==> src/rtl/srx_pkg.sv <==
package srx_pkg;
   typedef enum logic [2:0] {
      ST_IDLE  = 3'd0,
      ST_START = 3'd1,
      ST_DATA  = 3'd2,
      ST_PAR   = 3'd3,
      ST_STOP  = 3'd4
   } rx_state_e;
endpackage

==> src/rtl/srx_sync.sv <==
module srx_sync #(
   parameter int STAGES   = 2,
   parameter bit IDLE_LVL = 1'b1
) (
   input  logic clk,
   input  logic rst_n,
   input  logic d_in,
   output logic d_out
);
   if (STAGES < 2) begin : g_bad_stages
      $error("srx_sync: STAGES must be at least 2");
   end

   logic [STAGES-1:0] chain;

   for (genvar i = 0; i < STAGES; i++) begin : g_stage
      if (i == 0) begin : g_first
         always_ff @(posedge clk) begin
            if (!rst_n) chain[0] <= IDLE_LVL;
            else        chain[0] <= d_in;
         end
      end else begin : g_next
         always_ff @(posedge clk) begin
            if (!rst_n) chain[i] <= IDLE_LVL;
            else        chain[i] <= chain[i-1];
         end
      end
   end

   assign d_out = chain[STAGES-1];
endmodule

==> src/rtl/srx_frame.sv <==
module srx_frame
   import srx_pkg::*;
#(
   parameter int DATA_W     = 8,
   parameter int OVS        = 16,
   parameter bit PARITY_EN  = 1'b1,
   parameter bit PARITY_ODD = 1'b0
) (
   input  logic              clk,
   input  logic              rst_n,
   input  logic              tick,
   input  logic              line,
   output logic              done,
   output logic [DATA_W-1:0] word,
   output logic              perr,
   output logic              ferr
);
   localparam int CNT_W = $clog2(OVS);
   localparam int BIT_W = (DATA_W > 1) ? $clog2(DATA_W) : 1;
   localparam logic [CNT_W-1:0] CNT_LAST  = CNT_W'(OVS - 1);
   localparam logic [CNT_W-1:0] HALF_LAST = CNT_W'(OVS / 2 - 1);
   localparam logic [BIT_W-1:0] BIT_LAST  = BIT_W'(DATA_W - 1);

   if (OVS < 4 || (OVS % 2) != 0) begin : g_bad_ovs
      $error("srx_frame: OVS must be even and at least 4");
   end
   if (DATA_W < 1) begin : g_bad_w
      $error("srx_frame: DATA_W must be positive");
   end

   rx_state_e         state;
   logic [CNT_W-1:0]  cnt;
   logic [BIT_W-1:0]  bitn;
   logic [DATA_W-1:0] rsr;
   logic              par_acc;
   logic              last;
   logic              par_bad;
   rx_state_e         after_data;

   if (PARITY_EN) begin : g_par_on
      assign par_bad    = line ^ par_acc ^ PARITY_ODD;
      assign after_data = ST_PAR;
   end else begin : g_par_off
      assign par_bad    = 1'b0;
      assign after_data = ST_STOP;
   end

   always_ff @(posedge clk) begin
      if (!rst_n) begin
         state   <= ST_IDLE;
         cnt     <= '0;
         bitn    <= '0;
         rsr     <= '0;
         par_acc <= 1'b0;
         last    <= 1'b1;
         done    <= 1'b0;
         perr    <= 1'b0;
         ferr    <= 1'b0;
      end else begin
         done <= 1'b0;
         if (tick) begin
            last <= line;
            case (state)
               ST_IDLE: begin
                  if (last && !line) begin
                     state <= ST_START;
                     cnt   <= '0;
                  end
               end
               ST_START: begin
                  if (cnt == HALF_LAST) begin
                     cnt <= '0;
                     if (!line) begin
                        state   <= ST_DATA;
                        bitn    <= '0;
                        par_acc <= 1'b0;
                        perr    <= 1'b0;
                     end else begin
                        state <= ST_IDLE;
                     end
                  end else begin
                     cnt <= cnt + 1'b1;
                  end
               end
               ST_DATA: begin
                  if (cnt == CNT_LAST) begin
                     cnt     <= '0;
                     rsr     <= {line, rsr[DATA_W-1:1]};
                     par_acc <= par_acc ^ line;
                     if (bitn == BIT_LAST) state <= after_data;
                     else                  bitn  <= bitn + 1'b1;
                  end else begin
                     cnt <= cnt + 1'b1;
                  end
               end
               ST_PAR: begin
                  if (cnt == CNT_LAST) begin
                     cnt   <= '0;
                     perr  <= par_bad;
                     state <= ST_STOP;
                  end else begin
                     cnt <= cnt + 1'b1;
                  end
               end
               ST_STOP: begin
                  if (cnt == CNT_LAST) begin
                     cnt   <= '0;
                     done  <= 1'b1;
                     ferr  <= !line;
                     state <= ST_IDLE;
                  end else begin
                     cnt <= cnt + 1'b1;
                  end
               end
               default: state <= ST_IDLE;
            endcase
         end
      end
   end

   assign word = rsr;

   // state moves only on an enable tick
   p_state_on_tick_r9: assert property (@(posedge clk) disable iff (!rst_n)
      !tick |=> $stable(state));
   // a start candidate with the line back high at mid-bit is dropped
   p_start_reject_r2: assert property (@(posedge clk) disable iff (!rst_n)
      (state == ST_START && tick && cnt == HALF_LAST && line) |=> state == ST_IDLE);
   // completion is a single-cycle pulse
   p_done_pulse_r4: assert property (@(posedge clk) disable iff (!rst_n)
      done |=> !done);
endmodule

==> src/rtl/srx_hold.sv <==
module srx_hold #(
   parameter int DATA_W = 8
) (
   input  logic              clk,
   input  logic              rst_n,
   input  logic              load,
   input  logic [DATA_W-1:0] load_word,
   input  logic              load_perr,
   input  logic              load_ferr,
   input  logic              ack,
   output logic [DATA_W-1:0] buf_word,
   output logic              valid,
   output logic              perr,
   output logic              ferr,
   output logic              ovr
);
   always_ff @(posedge clk) begin
      if (!rst_n) begin
         buf_word <= '0;
         valid    <= 1'b0;
         perr     <= 1'b0;
         ferr     <= 1'b0;
         ovr      <= 1'b0;
      end else if (load) begin
         buf_word <= load_word;
         valid    <= 1'b1;
         perr     <= load_perr;
         ferr     <= load_ferr;
         ovr      <= valid && !ack;
      end else if (ack) begin
         valid <= 1'b0;
         perr  <= 1'b0;
         ferr  <= 1'b0;
         ovr   <= 1'b0;
      end
   end

   // unacknowledged byte stays flagged
   p_valid_holds_r5: assert property (@(posedge clk) disable iff (!rst_n)
      (valid && !ack) |=> valid);
   // held byte does not change without a new completion
   p_word_stable_r5: assert property (@(posedge clk) disable iff (!rst_n)
      !load |=> $stable(buf_word));
   // acknowledge without a new byte empties the buffer
   p_ack_clears_r5: assert property (@(posedge clk) disable iff (!rst_n)
      (ack && !load) |=> (!valid && !ovr));
   // overrun only when a byte was already waiting
   p_ovr_cause_r8: assert property (@(posedge clk) disable iff (!rst_n)
      $rose(ovr) |-> $past(valid));
endmodule

==> src/rtl/serial_byte_rx.sv <==
module serial_byte_rx #(
   parameter int DATA_W      = 8,
   parameter int OVS         = 16,
   parameter int SYNC_STAGES = 2,
   parameter bit PARITY_EN   = 1'b1,
   parameter bit PARITY_ODD  = 1'b0
) (
   input  logic              clk,
   input  logic              rst_n,
   input  logic              tick16,
   input  logic              rx_in,
   input  logic              rd_ack,
   output logic [DATA_W-1:0] rx_data,
   output logic              rx_valid,
   output logic              parity_err,
   output logic              frame_err,
   output logic              overrun
);
   logic              line_s;
   logic              f_done;
   logic [DATA_W-1:0] f_word;
   logic              f_perr;
   logic              f_ferr;

   srx_sync #(.STAGES(SYNC_STAGES), .IDLE_LVL(1'b1)) u_sync (
      .clk   (clk),
      .rst_n (rst_n),
      .d_in  (rx_in),
      .d_out (line_s)
   );

   srx_frame #(
      .DATA_W(DATA_W), .OVS(OVS),
      .PARITY_EN(PARITY_EN), .PARITY_ODD(PARITY_ODD)
   ) u_frame (
      .clk   (clk),
      .rst_n (rst_n),
      .tick  (tick16),
      .line  (line_s),
      .done  (f_done),
      .word  (f_word),
      .perr  (f_perr),
      .ferr  (f_ferr)
   );

   srx_hold #(.DATA_W(DATA_W)) u_hold (
      .clk       (clk),
      .rst_n     (rst_n),
      .load      (f_done),
      .load_word (f_word),
      .load_perr (f_perr),
      .load_ferr (f_ferr),
      .ack       (rd_ack),
      .buf_word  (rx_data),
      .valid     (rx_valid),
      .perr      (parity_err),
      .ferr      (frame_err),
      .ovr       (overrun)
   );

   // nothing reported in the cycle after reset is released
   p_reset_quiet_r1: assert property (@(posedge clk)
      $rose(rst_n) |-> (!rx_valid && !overrun && !parity_err && !frame_err));
endmodule

==> config.mk <==
export PLATFORM = sky130hd
export DESIGN_NAME = serial_byte_rx
export DESIGN_NICKNAME = d
export VERILOG_FILES = /design/src/rtl/srx_pkg.sv /design/src/rtl/srx_sync.sv /design/src/rtl/srx_frame.sv /design/src/rtl/srx_hold.sv /design/src/rtl/serial_byte_rx.sv
export SDC_FILE = /design/constraint.sdc
export NUM_CORES = 1
export LEC_CHECK = 0
export BUFFER_PORTS_ARGS = -buffer_cell sky130_fd_sc_hd__buf_4
export CORE_MARGIN = 10
export CORE_UTILIZATION = 50
export DETAILED_ROUTE_END_ITERATION = 8
export HOLD_SLACK_MARGIN = 0.08
export PLACE_DENSITY = 0.78
export SLEW_MARGIN = 40
export SYNTH_ARGS = -nofsm -noshare
export SYNTH_HDL_FRONTEND = slang
export SYNTH_SLANG_ARGS = --single-unit
==> constraint.sdc <==
create_clock -name clk -period 2.61 [get_ports clk]
set_input_delay 0.522 -clock clk [delete_from_list [all_inputs] [get_ports clk]]
set_output_delay 0.522 -clock clk [all_outputs]
set_load 0.01 [all_outputs]
==> metrics <==
die area=6180 um2; DRT Wirelength=3260 um; register area=741 um2; DR vias=1,346; f_max=0.553 GHz; part of the cycle the worst path needs=69.3%; minimum clock period=1810 ps; post-layout util=57.7%; run status=complete, no violations; initial antenna violation count=0; Post-synth EDFFs=0; post_cts resized=0; maximum VDD drop=0.301 mV; Arrival @ worst endpoint=2100 ps; first-pass GRT wire length=5610 um; GRT overflow=0; Startpoint Class=register; area leader, netlist=dfxtp_1; reg-to-reg startpoint=u_frame.cnt[0]$_SDFFE_PN0P_; HP Class=primary input to register; # IOs=17; Area Overhead vs Synth=12.0%; Rel. slew slack=55.2%; hold buffers post-CTS=0; CTS tree=built; sequential share of the synthesized area=43.1%; cts bufs inserted=5; CP endpoint kind=register; die width=78.6 um; Inserted Diodes=0; most frequent cells in the layout=dfxtp_1 (37), nor2_1 (22), mux2i_1 (21); most common cell after layout, fill and taps aside=dfxtp_1; routability cong.=0.819; share of layout cells above drive strength 1=17.5%; R2R Setup Slk=800 ps; Yosys warning total=0; Vias per Instance=5.61; Syn Area/Cell=9.49 um2; IO buf count=16; number of DRC markers in iteration 0=87; Post-Syn Instances=181; final worst clock skew=12.0 ps; # rows=21; P_leak=0.000689 uW; clk_lat worst skew=350 ps; post-DP HPWL=2440 um; post-CTS setup repair buffer count=0; Crit Path Class=register to register; area fraction of the dominant cell type after synthesis=43.1%; final setup TNS=0 ps; worst hold start=rx_in; Async SR Flop Fraction=0%; nets=201; # DRC=0; Clock transition at path regs=120 ps; CTS H-tree lvls=2; CTS max path bufs=2; setup violators final=0; final hold violation count=0; syn nets=189; R2R Path End=u_frame.par_acc$_SDFFE_PN0P_; DRT antenna net count=0; worst slew pin tran=671 ps; fill count=281; DRT Pass-1 Iters=4; Worst Hold End=u_sync.chain[0]$_SDFF_PN1_; P per Cell Area=533 nW/um2; footprint of the multi-input gates=896 um2; Die Y=78.6 um; CTS Sinks=37; flops & latches, synth=37; Synth cell types=43; largest net degree at the start of global routing=19; r2r worst-path depth=5; RSZ-0062 raised after global routing=no; Wirelength per Cell=13.6 um; WHS Path Cells=2; top post-synthesis cells by area=dfxtp_1 (43%), mux2i_1 (12%), nor2_1 (4.8%); Slew Viols, Final=0; Post-Syn Area=1720 um2; top_reg_cell synth=dfxtp_1; critical-path maximum fanout=7; Tot GR Track Use=10.9%; root buffer cell=clkbuf_4; effective utilization at floorplan=51.5%; vias in the first global route=1,274; max-cap violations=0; core area=3340 um2; Worst Path Required=2900 ps
## logic make-up after synthesis
| logic type | share of synthesized area [%] |
|---|---|
| DFF | 43.1 |
| buffers and inverters | 4.73 |
| AOI/OAI and AO/OA | 12.6 |
| muxes | 12.2 |
| and+or+nand+nor | 24.6 |
| xor gates and xnor gates | 0.510 |
| adders and majority gates | 2.19 |
## synthesized netlist by cell type, drive strengths merged, types with 3 or more instances
cell type  instances
nor2              23
mux2i             21
nand2             15
inv                5
a21oi             13
o21ai              5
o211ai             4
nand2b             3
o2111ai            3
nand3              4
buf                7
ha                 3
or3                5
nor3               3
nor4b              3
clkbuf             5
dfxtp             37
## per-stage QoR
step,hold slack [ps],area [um2],total power (uW),worst slack (ps),cells
after global placement,391,1840,636,900,232
after floorplan,386,1720,626,974,181
after CTS,334,1920,1040,812,240
final,342,1920,1030,801,240
after detailed placement,402,1840,638,834,232
after global routing,355,1920,1060,679,240
## cell type report
cell class / instances / share of cell area (%)
clock inverters: 3 / 2.41
repair buffers: 17 / 6.63
inverters: 5 / 0.975
well taps: 46 / 2.99
clock buffers: 5 / 1.95
flip-flops and latches: 37 / 38.5
multi-input cells: 127 / 46.6
## metal layers
metal  up-vias  routed length [um]  track usage (%)
li1        671                   -                -
met1       642                1360             12.0
met2        23                1710             18.3
met3        10                 127             3.53
met4         0                  64             5.56
met5         -                   0                0
## power by group
part           switching (uW)  internal, uW  total [uW]
Clock                     198           203         401
Combinational            26.5          20.7        47.2
Sequential               8.44           569         578
Total                     233           793        1030
## worst max path at each step
| stage | endpoint | from | cells past startpoint | slack (ps) |
|---|---|---|---|---|
| after floorplan | u_frame.par_acc$_SDFFE_PN0P_ | tick16 | 5 | 970 |
| after global placement | u_frame.state[2]$_SDFFE_PN0P_ | u_frame.state[2]$_SDFFE_PN0P_ | 4 | 900 |
| after detailed placement | u_frame.par_acc$_SDFFE_PN0P_ | u_frame.cnt[0]$_SDFFE_PN0P_ | 5 | 830 |
| after CTS | u_frame.par_acc$_SDFFE_PN0P_ | u_frame.cnt[0]$_SDFFE_PN0P_ | 5 | 810 |
| after global routing | u_frame.word[0]$_SDFFE_PN0P_ | u_frame.cnt[0]$_SDFFE_PN0P_ | 5 | 680 |
| final | u_frame.par_acc$_SDFFE_PN0P_ | u_frame.cnt[0]$_SDFFE_PN0P_ | 5 | 800 |
## flip-flops by register name (all words and copies together) (netlist names)
| register | count |
|---|---|
| u_frame.par_acc | 1 |
| u_frame.done | 1 |
| u_sync.d_out | 1 |
| u_hold.perr | 1 |
| u_hold.buf_word | 8 |
| u_frame.bitn | 3 |
| u_frame.word | 8 |
| u_hold.ovr | 1 |
| u_sync.chain | 1 |
| u_frame.state | 3 |
| u_hold.ferr | 1 |
| u_frame.last | 1 |
| u_hold.valid | 1 |
| u_frame.ferr | 1 |
| u_frame.cnt | 4 |
| u_frame.perr | 1 |
## critical path, cell delays in order (launching register included)
cell,delay (ps)
dfxtp_1,410
ha_1,330
nand3_1,210
or4_1,510
a21oi_1,160
o21a_1,140
Power figures use the tool's default switching activity.
